<file path="src/rtl/aslp_pkg.sv">
package aslp_pkg;

    localparam int unsigned N_SRC  = 4;
    localparam int unsigned RATE_W = 3;
    localparam int unsigned DUR_W  = 8;
    localparam int unsigned PRE_W  = 9;

    typedef enum logic {
        MODE_ACTIVE = 1'b0,
        MODE_SLEEP  = 1'b1
    } mode_e;

    typedef struct packed {
        logic restart;
        logic wake;
    } evt_sum_t;

    // Sample ticks that make up one duration step at a given active rate.
    function automatic logic [PRE_W-1:0] ticks_per_step(input logic [RATE_W-1:0] code);
        logic [PRE_W-1:0] n;
        case (code)
            3'd0:    n = 9'd256;
            3'd1:    n = 9'd128;
            3'd2:    n = 9'd64;
            3'd3:    n = 9'd32;
            3'd4:    n = 9'd16;
            3'd5:    n = 9'd4;
            3'd6:    n = 9'd2;
            default: n = 9'd1;
        endcase
        return n;
    endfunction

endpackage

</file>
<file path="src/rtl/aslp_evt_qual.sv">
module aslp_evt_qual
    import aslp_pkg::*;
#(
    parameter int unsigned NS = N_SRC
) (
    input  logic [NS-1:0] evt_i,
    input  logic [NS-1:0] en_i,
    input  logic [NS-1:0] wake_i,
    output evt_sum_t      sum_o
);

    logic [NS-1:0] hit_restart;
    logic [NS-1:0] hit_wake;

    for (genvar g = 0; g < NS; g++) begin : g_src
        assign hit_restart[g] = evt_i[g] & en_i[g];
        assign hit_wake[g]    = evt_i[g] & en_i[g] & wake_i[g];
    end

    always_comb begin
        sum_o.restart = |hit_restart;
        sum_o.wake    = |hit_wake;
    end

endmodule

</file>
<file path="src/rtl/aslp_idle_timer.sv">
module aslp_idle_timer
    import aslp_pkg::*;
#(
    parameter int unsigned RW = RATE_W,
    parameter int unsigned DW = DUR_W,
    parameter int unsigned PW = PRE_W
) (
    input  logic          clk_i,
    input  logic          rst_i,
    input  logic          hold_i,
    input  logic          tick_i,
    input  logic [RW-1:0] rate_i,
    input  logic [DW-1:0] duration_i,
    output logic          expire_o
);

    logic [PW-1:0] pre_q;
    logic [DW-1:0] steps_q;
    logic [PW-1:0] last_pre;

    assign last_pre = ticks_per_step(rate_i) - 1'b1;
    assign expire_o = tick_i && !hold_i && (steps_q >= duration_i);

    always_ff @(posedge clk_i) begin
        if (rst_i || hold_i || expire_o) begin
            pre_q   <= '0;
            steps_q <= '0;
        end else if (tick_i) begin
            if (pre_q >= last_pre) begin
                pre_q   <= '0;
                steps_q <= steps_q + 1'b1;
            end else begin
                pre_q <= pre_q + 1'b1;
            end
        end
    end

endmodule

</file>
<file path="src/rtl/aslp_mode_ctl.sv">
module aslp_mode_ctl
    import aslp_pkg::*;
(
    input  logic     clk_i,
    input  logic     rst_i,
    input  logic     expire_i,
    input  evt_sum_t evt_i,
    input  logic     sleep_en_i,
    input  logic     irq_en_i,
    input  logic     irq_clr_i,
    output mode_e    mode_o,
    output logic     irq_o
);

    mode_e mode_q, mode_d;
    logic  irq_q;
    logic  flip;

    always_comb begin
        mode_d = mode_q;
        unique case (mode_q)
            MODE_ACTIVE: if (expire_i && sleep_en_i) mode_d = MODE_SLEEP;
            MODE_SLEEP:  if (evt_i.wake || !sleep_en_i) mode_d = MODE_ACTIVE;
            default:     mode_d = MODE_ACTIVE;
        endcase
    end

    assign flip = (mode_d != mode_q);

    always_ff @(posedge clk_i) begin
        if (rst_i) begin
            mode_q <= MODE_ACTIVE;
            irq_q  <= 1'b0;
        end else begin
            mode_q <= mode_d;
            if (flip && irq_en_i)
                irq_q <= 1'b1;
            else if (irq_clr_i)
                irq_q <= 1'b0;
        end
    end

    assign mode_o = mode_q;
    assign irq_o  = irq_q;

endmodule

</file>
<file path="src/rtl/aslp_rate_ctrl.sv">
module aslp_rate_ctrl
    import aslp_pkg::*;
(
    input  logic              clk_i,
    input  logic              rst_i,
    input  logic              tick_i,
    input  logic [RATE_W-1:0] act_rate_i,
    input  logic [RATE_W-1:0] sleep_rate_i,
    input  logic              sleep_en_i,
    input  logic [DUR_W-1:0]  duration_i,
    input  logic [N_SRC-1:0]  evt_i,
    input  logic [N_SRC-1:0]  evt_en_i,
    input  logic [N_SRC-1:0]  evt_wake_i,
    input  logic              irq_en_i,
    input  logic              irq_clr_i,
    output logic              asleep_o,
    output logic [RATE_W-1:0] rate_o,
    output logic              irq_o
);

    evt_sum_t evt_sum;
    mode_e    mode;
    logic     expire;
    logic     hold;

    aslp_evt_qual #(.NS(N_SRC)) u_qual (
        .evt_i  (evt_i),
        .en_i   (evt_en_i),
        .wake_i (evt_wake_i),
        .sum_o  (evt_sum)
    );

    // The count is held at zero while asleep, while sleep is disabled,
    // and whenever an enabled event arrives.
    assign hold = evt_sum.restart || !sleep_en_i || (mode == MODE_SLEEP);

    aslp_idle_timer #(.RW(RATE_W), .DW(DUR_W), .PW(PRE_W)) u_timer (
        .clk_i      (clk_i),
        .rst_i      (rst_i),
        .hold_i     (hold),
        .tick_i     (tick_i),
        .rate_i     (act_rate_i),
        .duration_i (duration_i),
        .expire_o   (expire)
    );

    aslp_mode_ctl u_mode (
        .clk_i      (clk_i),
        .rst_i      (rst_i),
        .expire_i   (expire),
        .evt_i      (evt_sum),
        .sleep_en_i (sleep_en_i),
        .irq_en_i   (irq_en_i),
        .irq_clr_i  (irq_clr_i),
        .mode_o     (mode),
        .irq_o      (irq_o)
    );

    assign asleep_o = (mode == MODE_SLEEP);
    assign rate_o   = asleep_o ? sleep_rate_i : act_rate_i;

endmodule

</file>
<file path="config.mk">
export PLATFORM = sky130hd
export DESIGN_NAME = aslp_rate_ctrl
export DESIGN_NICKNAME = d
export VERILOG_FILES = /design/src/rtl/aslp_pkg.sv /design/src/rtl/aslp_evt_qual.sv /design/src/rtl/aslp_idle_timer.sv /design/src/rtl/aslp_mode_ctl.sv /design/src/rtl/aslp_rate_ctrl.sv
export SDC_FILE = /design/constraint.sdc
export NUM_CORES = 1
export LEC_CHECK = 0
export BUFFER_PORTS_ARGS = -buffer_cell sky130_fd_sc_hd__buf_2
export CAP_MARGIN = 5
export CORE_ASPECT_RATIO = 1.75
export CORE_UTILIZATION = 55
export DETAILED_ROUTE_END_ITERATION = 7
export GPL_TIMING_DRIVEN = 0
export MAX_ROUTING_LAYER = met4
export PLACE_DENSITY = 0.87
export SYNTH_ARGS = -nofsm -noshare
export SYNTH_HDL_FRONTEND = slang
export SYNTH_HIERARCHICAL = 1
export SYNTH_SLANG_ARGS = --single-unit
</file>
<file path="constraint.sdc">
create_clock -name clk_i -period 5.6 [get_ports clk_i]
set_input_delay 0.28 -clock clk_i [delete_from_list [all_inputs] [get_ports clk_i]]
set_output_delay 0.28 -clock clk_i [all_outputs]
set_load 0.02 [all_outputs]
</file>
-- Word level (Yosys, flattened, before mapping)
Cells that the tools add are included.
- logic and storage cells: 49
- flip-flop bits (word level): 19
- bitwise gates (word level): 9
- reductions and logical operators: 16
- $add $sub $neg: 3
- multiplexer cells: 8
- equality and inequality tests: 7
- magnitude comparators: 2
- operators by type and width (operator ; count):
    9-bit one-hot mux with 7 select lines ; 1
    9-bit by 1-bit adder with 9-bit output, second input constant ; 1
    3-bit == test, second input constant ; 3
    9-bit greater-or-equal comparator ; 1
    9-bit 2-to-1 mux ; 1
    9-bit by 1-bit subtractor with 9-bit output, second input constant ; 1
    8-bit by 1-bit adder with 8-bit output, second input constant ; 1
    1-bit bitwise AND ; 8
    8-bit greater-or-equal comparator ; 1
    4-bit OR reduction ; 2
    3-bit by 2-bit == test with 1-bit output, second input constant ; 2
    1-bit logical OR ; 5
    1-bit logical AND ; 4
    1-bit 2-to-1 mux ; 4
    3-bit by 1-bit == test with 1-bit output, second input constant ; 1
    3-bit zero test ; 1
    3-bit 2-to-1 mux ; 1
    1-bit zero test ; 2
    1-bit one-hot mux with 2 select lines ; 1
    2-bit AND reduction ; 1
    2-bit nonzero test ; 1
    1-bit != test ; 1
    1-bit NOT ; 1

-- Depth between registers and ports, before layout
Gate-level depths: netlist (run 1).
- word-level depth: 13
- mapped depth: 12

-- Modules after synthesis
Netlist (run 1), hierarchy kept.
- by module, submodules not included (module ; cells an instance ; times used ; seq. area each (um^2) ; area an instance (um^2)):
    aslp_idle_timer ; 149 ; 1 ; 340.3 ; 1232.4
    aslp_mode_ctl ; 10 ; 1 ; 40.0 ; 90.1
    aslp_evt_qual ; 8 ; 1 ; 0.0 ; 45.0
    aslp_rate_ctrl ; 4 ; 1 ; 0.0 ; 42.5

-- Worst setup path after synthesis (run 1)
Ideal clock, no wire load.
- path type: input -> register
- from: input port act_rate_i[2]
- to: register u_timer.steps_q[7]
- required time: 5.528 ns
- library setup time: 0.072 ns
- stages on the path: 10
- arrival: 2.241 ns
- path slack: 3.287 ns
- cell sequence: or3_1 > nor2_1 > a21oi_1 > ha_1 > nand4_1 > nor2_1 > a221o_2 > o21ai_4 > or4_1 > a21oi_1
- cells in the longest elaborated chain, start to end: 5
- ends and longest elaborated chain (item ; line ; text):
    from (decl) ; aslp_rate_ctrl.sv:7 ; input logic [RATE_W-1:0] act_rate_i,
    3-bit == test, or another cell as far along ; aslp_pkg.sv:21 ; case (code)
    9-bit one-hot mux with 7 select lines * ; aslp_pkg.sv:21 ;
    9-bit by 1-bit subtractor with 9-bit output * ; aslp_idle_timer.sv:21 ; assign last_pre = ticks_per_step(rate_i) - 1'b1;
    9-bit greater-or-equal comparator * ; aslp_idle_timer.sv:29 ; if (pre_q >= last_pre) begin
    2-bit AND reduction (no line) * ; - ;
    to (signal assigned) ; aslp_idle_timer.sv:31 ; steps_q <= steps_q + 1'b1;
    to (decl) ; aslp_idle_timer.sv:18 ; logic [DW-1:0] steps_q;
Mark *: on every way between the ends. The rest lies on a longest branch, timed or not.
A chain may end at the register's enable or synchronous reset.

-- Worst setup path after layout (run 1)
Same ends and word-level chain as after synthesis.

==> key figures, run 1 <==
Synth
  • Synth top area cells: dfxtp_1, ha_1, xor2_1
  • Post-synth EDFFs: 0
  • Top-area cell type share of the netlist area: 27.0%
  • Syn_nets: 223
  • Syn Area/Cell: 8.25 µm²
  • Sequential fraction of the synthesis area: 27.0%
  • Synth warn: 6
  • Synth top cells by count: ha_1, nor2_1, dfxtp_1
  • Async SR Flop Fraction: 0%
  • Mapped Area: 1410 µm²
  • Netlist cell types: 37
  • Main synth FF type: dfxtp_1
  • Area leader, netlist: dfxtp_1
  • Mapped Cells: 171
  • Synth Register Bits: 19

Final layout
  • Layout fillers: 208
  • Syn-to-layout area delta: 18.2%
  • Diodes inserted: 0
  • Design area: 1670 µm²
  • # nets final: 264
  • Share of layout cells above drive strength 1: 23.2%

Timing
  • Period utilisation layout: 43.6%
  • F_max: 0.409 GHz
  • Slew HR: 67.7%
  • Post-layout minimum cycle time: 2.44 ns
  • RSZ-0062 raised after global routing: false
  • Final setup viols: 0
  • Final WS setup: 3.16 ns
  • Hold Vio Cnt, Final: 0
  • Fin Setup TNS: 0 ns
  • Hold Slack: 0.233 ns
  • Final Max Slew Viols: 0
  • Worst-Margin Slew: 0.481 ns
  • Final Skew: 0.00298 ns

Placement
  • PortBufs: 36
  • HPWL after DPL: 2680 µm
  • Post-DP Area: 1620 µm²
  • Pre-CTS setup slack: 2.88 ns
  • Placer congestion estimate: 0.820

Pwr
  • Lkg Pwr: 0.000761 µW
  • Worst IR Drop VDD: 122 µV
  • Total power: 267 µW
  • PwrDens: 160 nW/µm²

Clocking
  • Hold-fix buffers at CTS: 0
  • CTS sink count: 19
  • CTS buffer count: 3
  • CTS tree: done
  • CTS Buffer Depth: 2
  • Clock transition at path regs: 0.07 ns
  • Root Buffer: clkbuf_8
  • # resized after CTS: 0
  • Depth of the CTS H-tree: 1
  • Clk_lat worst skew: 0.25 ns
  • Post-CTS setup buffers: 0

Die
  • Die Height: 69.0 µm
  • Ports: 37
  • Die ar.: 2780 µm²
  • Core area: 2360 µm²
  • Rows: 23
  • Die outline width: 40.3 µm
  • Initial Utilization: 59.8%

Critical path
  • Worst-path fanout max: 8
  • Worst EP arrival: 2.62 ns
  • CP max stage cell: or4_1
  • Critical Path Start Type: input pin
  • CP Class: input pin to register
  • WP data required: 5.78 ns
  • CP cell instances: buf_2 -> and2_1 -> inv_1 -> ha_1 -> nor2_1 -> a21oi_1 -> ha_1 -> nand4_1 -> nor2_1 -> a221o_2 -> o21ai_4 -> or4_1 -> a21oi_1
  • Endpoint type of the worst setup path: register
  • Max stage delay on crit path: 0.52 ns

Detailed routing
  • Vias per inst: 5.85
  • Via count: 1380
  • Final ANT Viol Nets: 0
  • 1st-pass router iterations: 4
  • DR WL/cell: 13.6 µm
  • WL final: 3200 µm
  • Initial drt markers: 20
  • DRC violations left: 0

Global routing
  • GRT overflow: 0
  • GRT Total Usage: 28.0%
  • Largest net degree at the start of global routing: 11
  • Antenna violations before repair: 0
  • Global-route wire length before repair: 5300 µm
  • Vias in the first global route: 1356

Status
  • Outcome: finished, final reports clean

Min path
  • Worst hold path type: input pin to register

Job
  • Number of max-cap violations: 0
-- power by group --
part	internal, µW	switching, µW	leakage [µW]
Sequential	135	0.330	0.000153
Clock	50.5	41.7	0.0000228
Combinational	18.6	20.7	0.000585
Total	204	62.7	0.000761
-- path summary, 6_finish.rpt --
kind	startpoint	to	slack, ns	cells past startpoint
min reg2reg	u_mode/irq_o	u_mode/irq_o	0.47	2
max	act_rate_i[2]	u_timer/steps_q[7]	3.16	13
min	rst_i	u_mode/irq_o	0.23	2
max reg2reg	u_timer/steps_q[0]	u_timer/pre_q[2]	3.35	8
-- stage by stage --
| step | cells | utilization (%) |
|---|---|---|
| after floorplan | 171 | - |
| after global placement | 232 | 68.7 |
| after detailed placement | 232 | 68.7 |
| after CTS | 236 | 70.6 |
| after global routing | 236 | 70.6 |
| final | 236 | 70.6 |
-- placed cells by master (no fill, tap or decap), types with 8 or more instances in the layout --
cell	synthesis	layout
dfxtp_1	19	19
nand3_1	9	9
xor2_1	9	9
ha_1	20	20
inv_1	13	13
nand2_1	13	13
nor2_1	20	20
nand4_1	8	8
buf_2	0	36
a21oi_1	11	11
-- state kept, by name, indices dropped and copies added, names as in the netlist --
register / count
u_timer/pre_q: 9
u_timer/steps_q: 8
u_mode/mode_o: 1
u_mode/irq_o: 1
-- cell type report --
type | instances | area, µm² | area share (%)
multi-input combinational | 138 | 977 | 58.6
sequential | 19 | 380 | 22.8
timing repair buffer | 36 | 180 | 10.8
inverter | 13 | 48.8 | 2.93
clock buffer | 4 | 45.0 | 2.70
tap | 25 | 31.3 | 1.88
buffer | 1 | 3.75 | 0.225
-- critical path, delay by kind of cell --
kind,cells,cell delay (ns)
buf+inv,2,0.21
simple gates,5,1.06
compound gates,4,0.60
fa+ha+maj,2,0.47
-- metal layers --
metal / up-vias / global-route usage (%) / wire length (µm)
met5: - / - / 0
met4: 0 / 15.0 / 112
met3: 12 / 1.92 / 117
met2: 47 / 53.0 / 1810
met1: 620 / 25.7 / 1160
li1: 701 / - / -
-- cell families after synthesis --
kind of cell	synth area share (%)
simple gates	24.9
fa+ha+maj	17.7
compound gates	17.3
flops	27.0
mux	3.11
xor+xnor	6.21
buf+inv	3.73
Note: power is estimated with default switching activity, not from simulation.
==> run 2, diff against run 1 <==
--- a/config.mk
+++ b/config.mk
@@ -8,11 +8,11 @@
 export BUFFER_PORTS_ARGS = -buffer_cell sky130_fd_sc_hd__buf_2
 export CAP_MARGIN = 5
 export CORE_ASPECT_RATIO = 1.75
-export CORE_UTILIZATION = 55
+export CORE_UTILIZATION = 47
 export DETAILED_ROUTE_END_ITERATION = 7
 export GPL_TIMING_DRIVEN = 0
 export MAX_ROUTING_LAYER = met4
-export PLACE_DENSITY = 0.87
+export PLACE_DENSITY = 0.79
 export SYNTH_ARGS = -nofsm -noshare
 export SYNTH_HDL_FRONTEND = slang
 export SYNTH_HIERARCHICAL = 1
==> constraint.sdc (replaced) <==
create_clock -name clk_i -period 2.21 [get_ports clk_i]
set_input_delay 0.1105 -clock clk_i [delete_from_list [all_inputs] [get_ports clk_i]]
set_output_delay 0.1105 -clock clk_i [all_outputs]
set_load 0.02 [all_outputs]
==> run 2 against run 1 <==
  * The flow now finishes with violations (DRC)
  * Clock-buffer cell count is the same
  * Clock power grew to 2.7 times the previous value
  * Routed wire length fell by 1.4%
  * Global-route usage decreased by 7.3 points
  * Critical path depth down 2
  * Clock skew hardly changed
  * Flip-flop and latch count unchanged
  * Sequential share of layout area shrank 1.7 points
  * Via count up 0.22%
  * Largest cell class unchanged
  * Register-to-register slack got worse by 3.3 ns
  * Non-clock buffer count grew 6
==> key figures, run 2 (synthesis gave the netlist of run 1 again) <==
Pwr
  • Lkg Pwr: 0.000812 µW
  • PwrDens: 387 nW/µm²
  • Total power: 703 µW
  • Worst IR Drop VDD: 403 µV

Final layout
  • Top Registers: u_timer/pre_q (9), u_timer/steps_q (8)
  • Number of flip-flops in the largest register: 9
  • Share of layout cells above drive strength 1: 30.9%
  • Most common cell after layout, fill and taps aside: buf_2
  • Syn-to-layout area delta: 28.7%
  • Largest register by flop count: u_timer/pre_q
  • Most frequent cells in the layout: buf_2, nor2_1, ha_1
  • # nets final: 270
  • Diodes inserted: 0
  • Design area: 1820 µm²

Die
  • Ports: 37
  • Die outline width: 43.4 µm
  • Initial Utilization: 48.7%
  • Core area: 2900 µm²
  • Die ar.: 3230 µm²
  • Die Height: 74.5 µm
  • Rows: 26

Global routing
  • Largest net degree at the start of global routing: 11
  • Antenna violations before repair: 0
  • Global-route wire length before repair: 4870 µm
  • Vias in the first global route: 1225
  • GRT overflow: 0
  • GRT Total Usage: 20.6%

Placement
  • PortBufs: 36
  • Pre-CTS setup slack: -0.295 ns
  • Post-DP Area: 1630 µm²
  • Placer congestion estimate: 0.741
  • HPWL after DPL: 2280 µm

Clocking
  • CTS sink count: 19
  • Root Buffer: clkbuf_8
  • Depth of the CTS H-tree: 1
  • CTS Buffer Depth: 2
  • Clk_lat worst skew: 0.26 ns
  • CTS tree: done
  • Clock transition at path regs: 0.07 ns
  • CTS buffer count: 3

Timing
  • Final setup viols: 0
  • F_max: 0.468 GHz
  • Period utilisation layout: 96.8%
  • Final Skew: 0.00320 ns
  • Final Max Slew Viols: 0
  • Final WS setup: 0.0712 ns
  • Worst-Margin Slew: 0.520 ns
  • Post-layout minimum cycle time: 2.14 ns
  • Slew HR: 65.1%
  • Hold Vio Cnt, Final: 0
  • Fin Setup TNS: 0 ns

Status
  • Failing checks: DRC
  • Outcome: finished with violations

Critical path
  • Endpoint type of the worst setup path: register
  • Worst EP arrival: 2.30 ns
  • Critical Path Start Type: register
  • Worst-path fanout max: 4
  • WP data required: 2.37 ns
  • CP Class: register to register

Min path
  • Worst hold path type: input pin to register

Detailed routing
  • DR WL/cell: 12.9 µm
  • WL final: 3160 µm
  • Via count: 1383
  • Final ANT Viol Nets: 0
  • 1st-pass router iterations: 6
  • Vias per inst: 5.64
  • Initial drt markers: 25
  • DRC violations left: 6

Job
  • Number of max-cap violations: 0
## run 2: cell types whose count changed in the layout (fill, tap and decap cells not counted), moves of 2 or more
cell / previous run / this run
buf_4: 0 / 5
buf_2: 36 / 34
ha_1: 20 / 18
dfxtp_2: 0 / 3
dfxtp_1: 19 / 16
## run 2: worst paths after layout
path	startpoint	end	slack, ns	cells after the start
setup / recovery	u_timer/steps_q[0]	u_mode/irq_o	0.07	11
hold / removal	rst_i	u_timer/pre_q[2]	0.06	2
setup reg to reg	u_timer/steps_q[0]	u_mode/irq_o	0.07	11
hold reg to reg	u_mode/irq_o	u_mode/irq_o	0.48	2
## run 2: worst max-delay path: stages (launching register included)
cell	delay, ns
dfxtp_2	0.35
inv_1	0.08
ha_1	0.28
nand2b_1	0.18
a2111oi_4	0.41
o31ai_4	0.14
nand2_1	0.11
nor2_2	0.06
buf_4	0.12
a21o_2	0.17
nand3_1	0.07
a21oi_1	0.06
## run 2: repair_timing
item                       CTS  global route
setup endpoints to repair    1            19
buffers inserted             2             4
gates resized for setup      4            16
pin swaps                    2            14
hold buffers                 0             0
## run 2: routing by layer
layer	GRT usage (%)	wire length (µm)	vias up
li1	-	-	711
met1	19.6	1200	620
met2	39.1	1770	48
met3	2.67	133	4
met4	10.8	55	0
met5	-	0	-
## run 2: power by group
| part | leakage [µW] | switching [µW] | total (µW) | internal [µW] |
|---|---|---|---|---|
| Sequential | 0.000155 | 0.906 | 344 | 343 |
| Clock | 0.0000228 | 119 | 248 | 129 |
| Combinational | 0.000635 | 56.5 | 111 | 54.9 |
| Total | 0.000812 | 176 | 703 | 526 |
## run 2: cell type report
cell class | instances | area [µm²]
fill | 247 | 1080
multi-input combinational | 138 | 1050
sequential | 19 | 384
buffer | 1 | 3.75
inverter | 13 | 48.8
tap | 28 | 35.0
timing repair buffer | 42 | 246
clock buffer | 4 | 45.0
## run 2: per-stage QoR
| stage | cells | util (%) | hold slack, ns |
|---|---|---|---|
| after floorplan | 171 | - | 0.180 |
| after global placement | 235 | 56.1 | 0.334 |
| after detailed placement | 235 | 56.1 | 0.329 |
| after CTS | 241 | 58.7 | 0.0580 |
| after global routing | 245 | 62.7 | 0.0702 |
| final | 245 | 62.7 | 0.0635 |
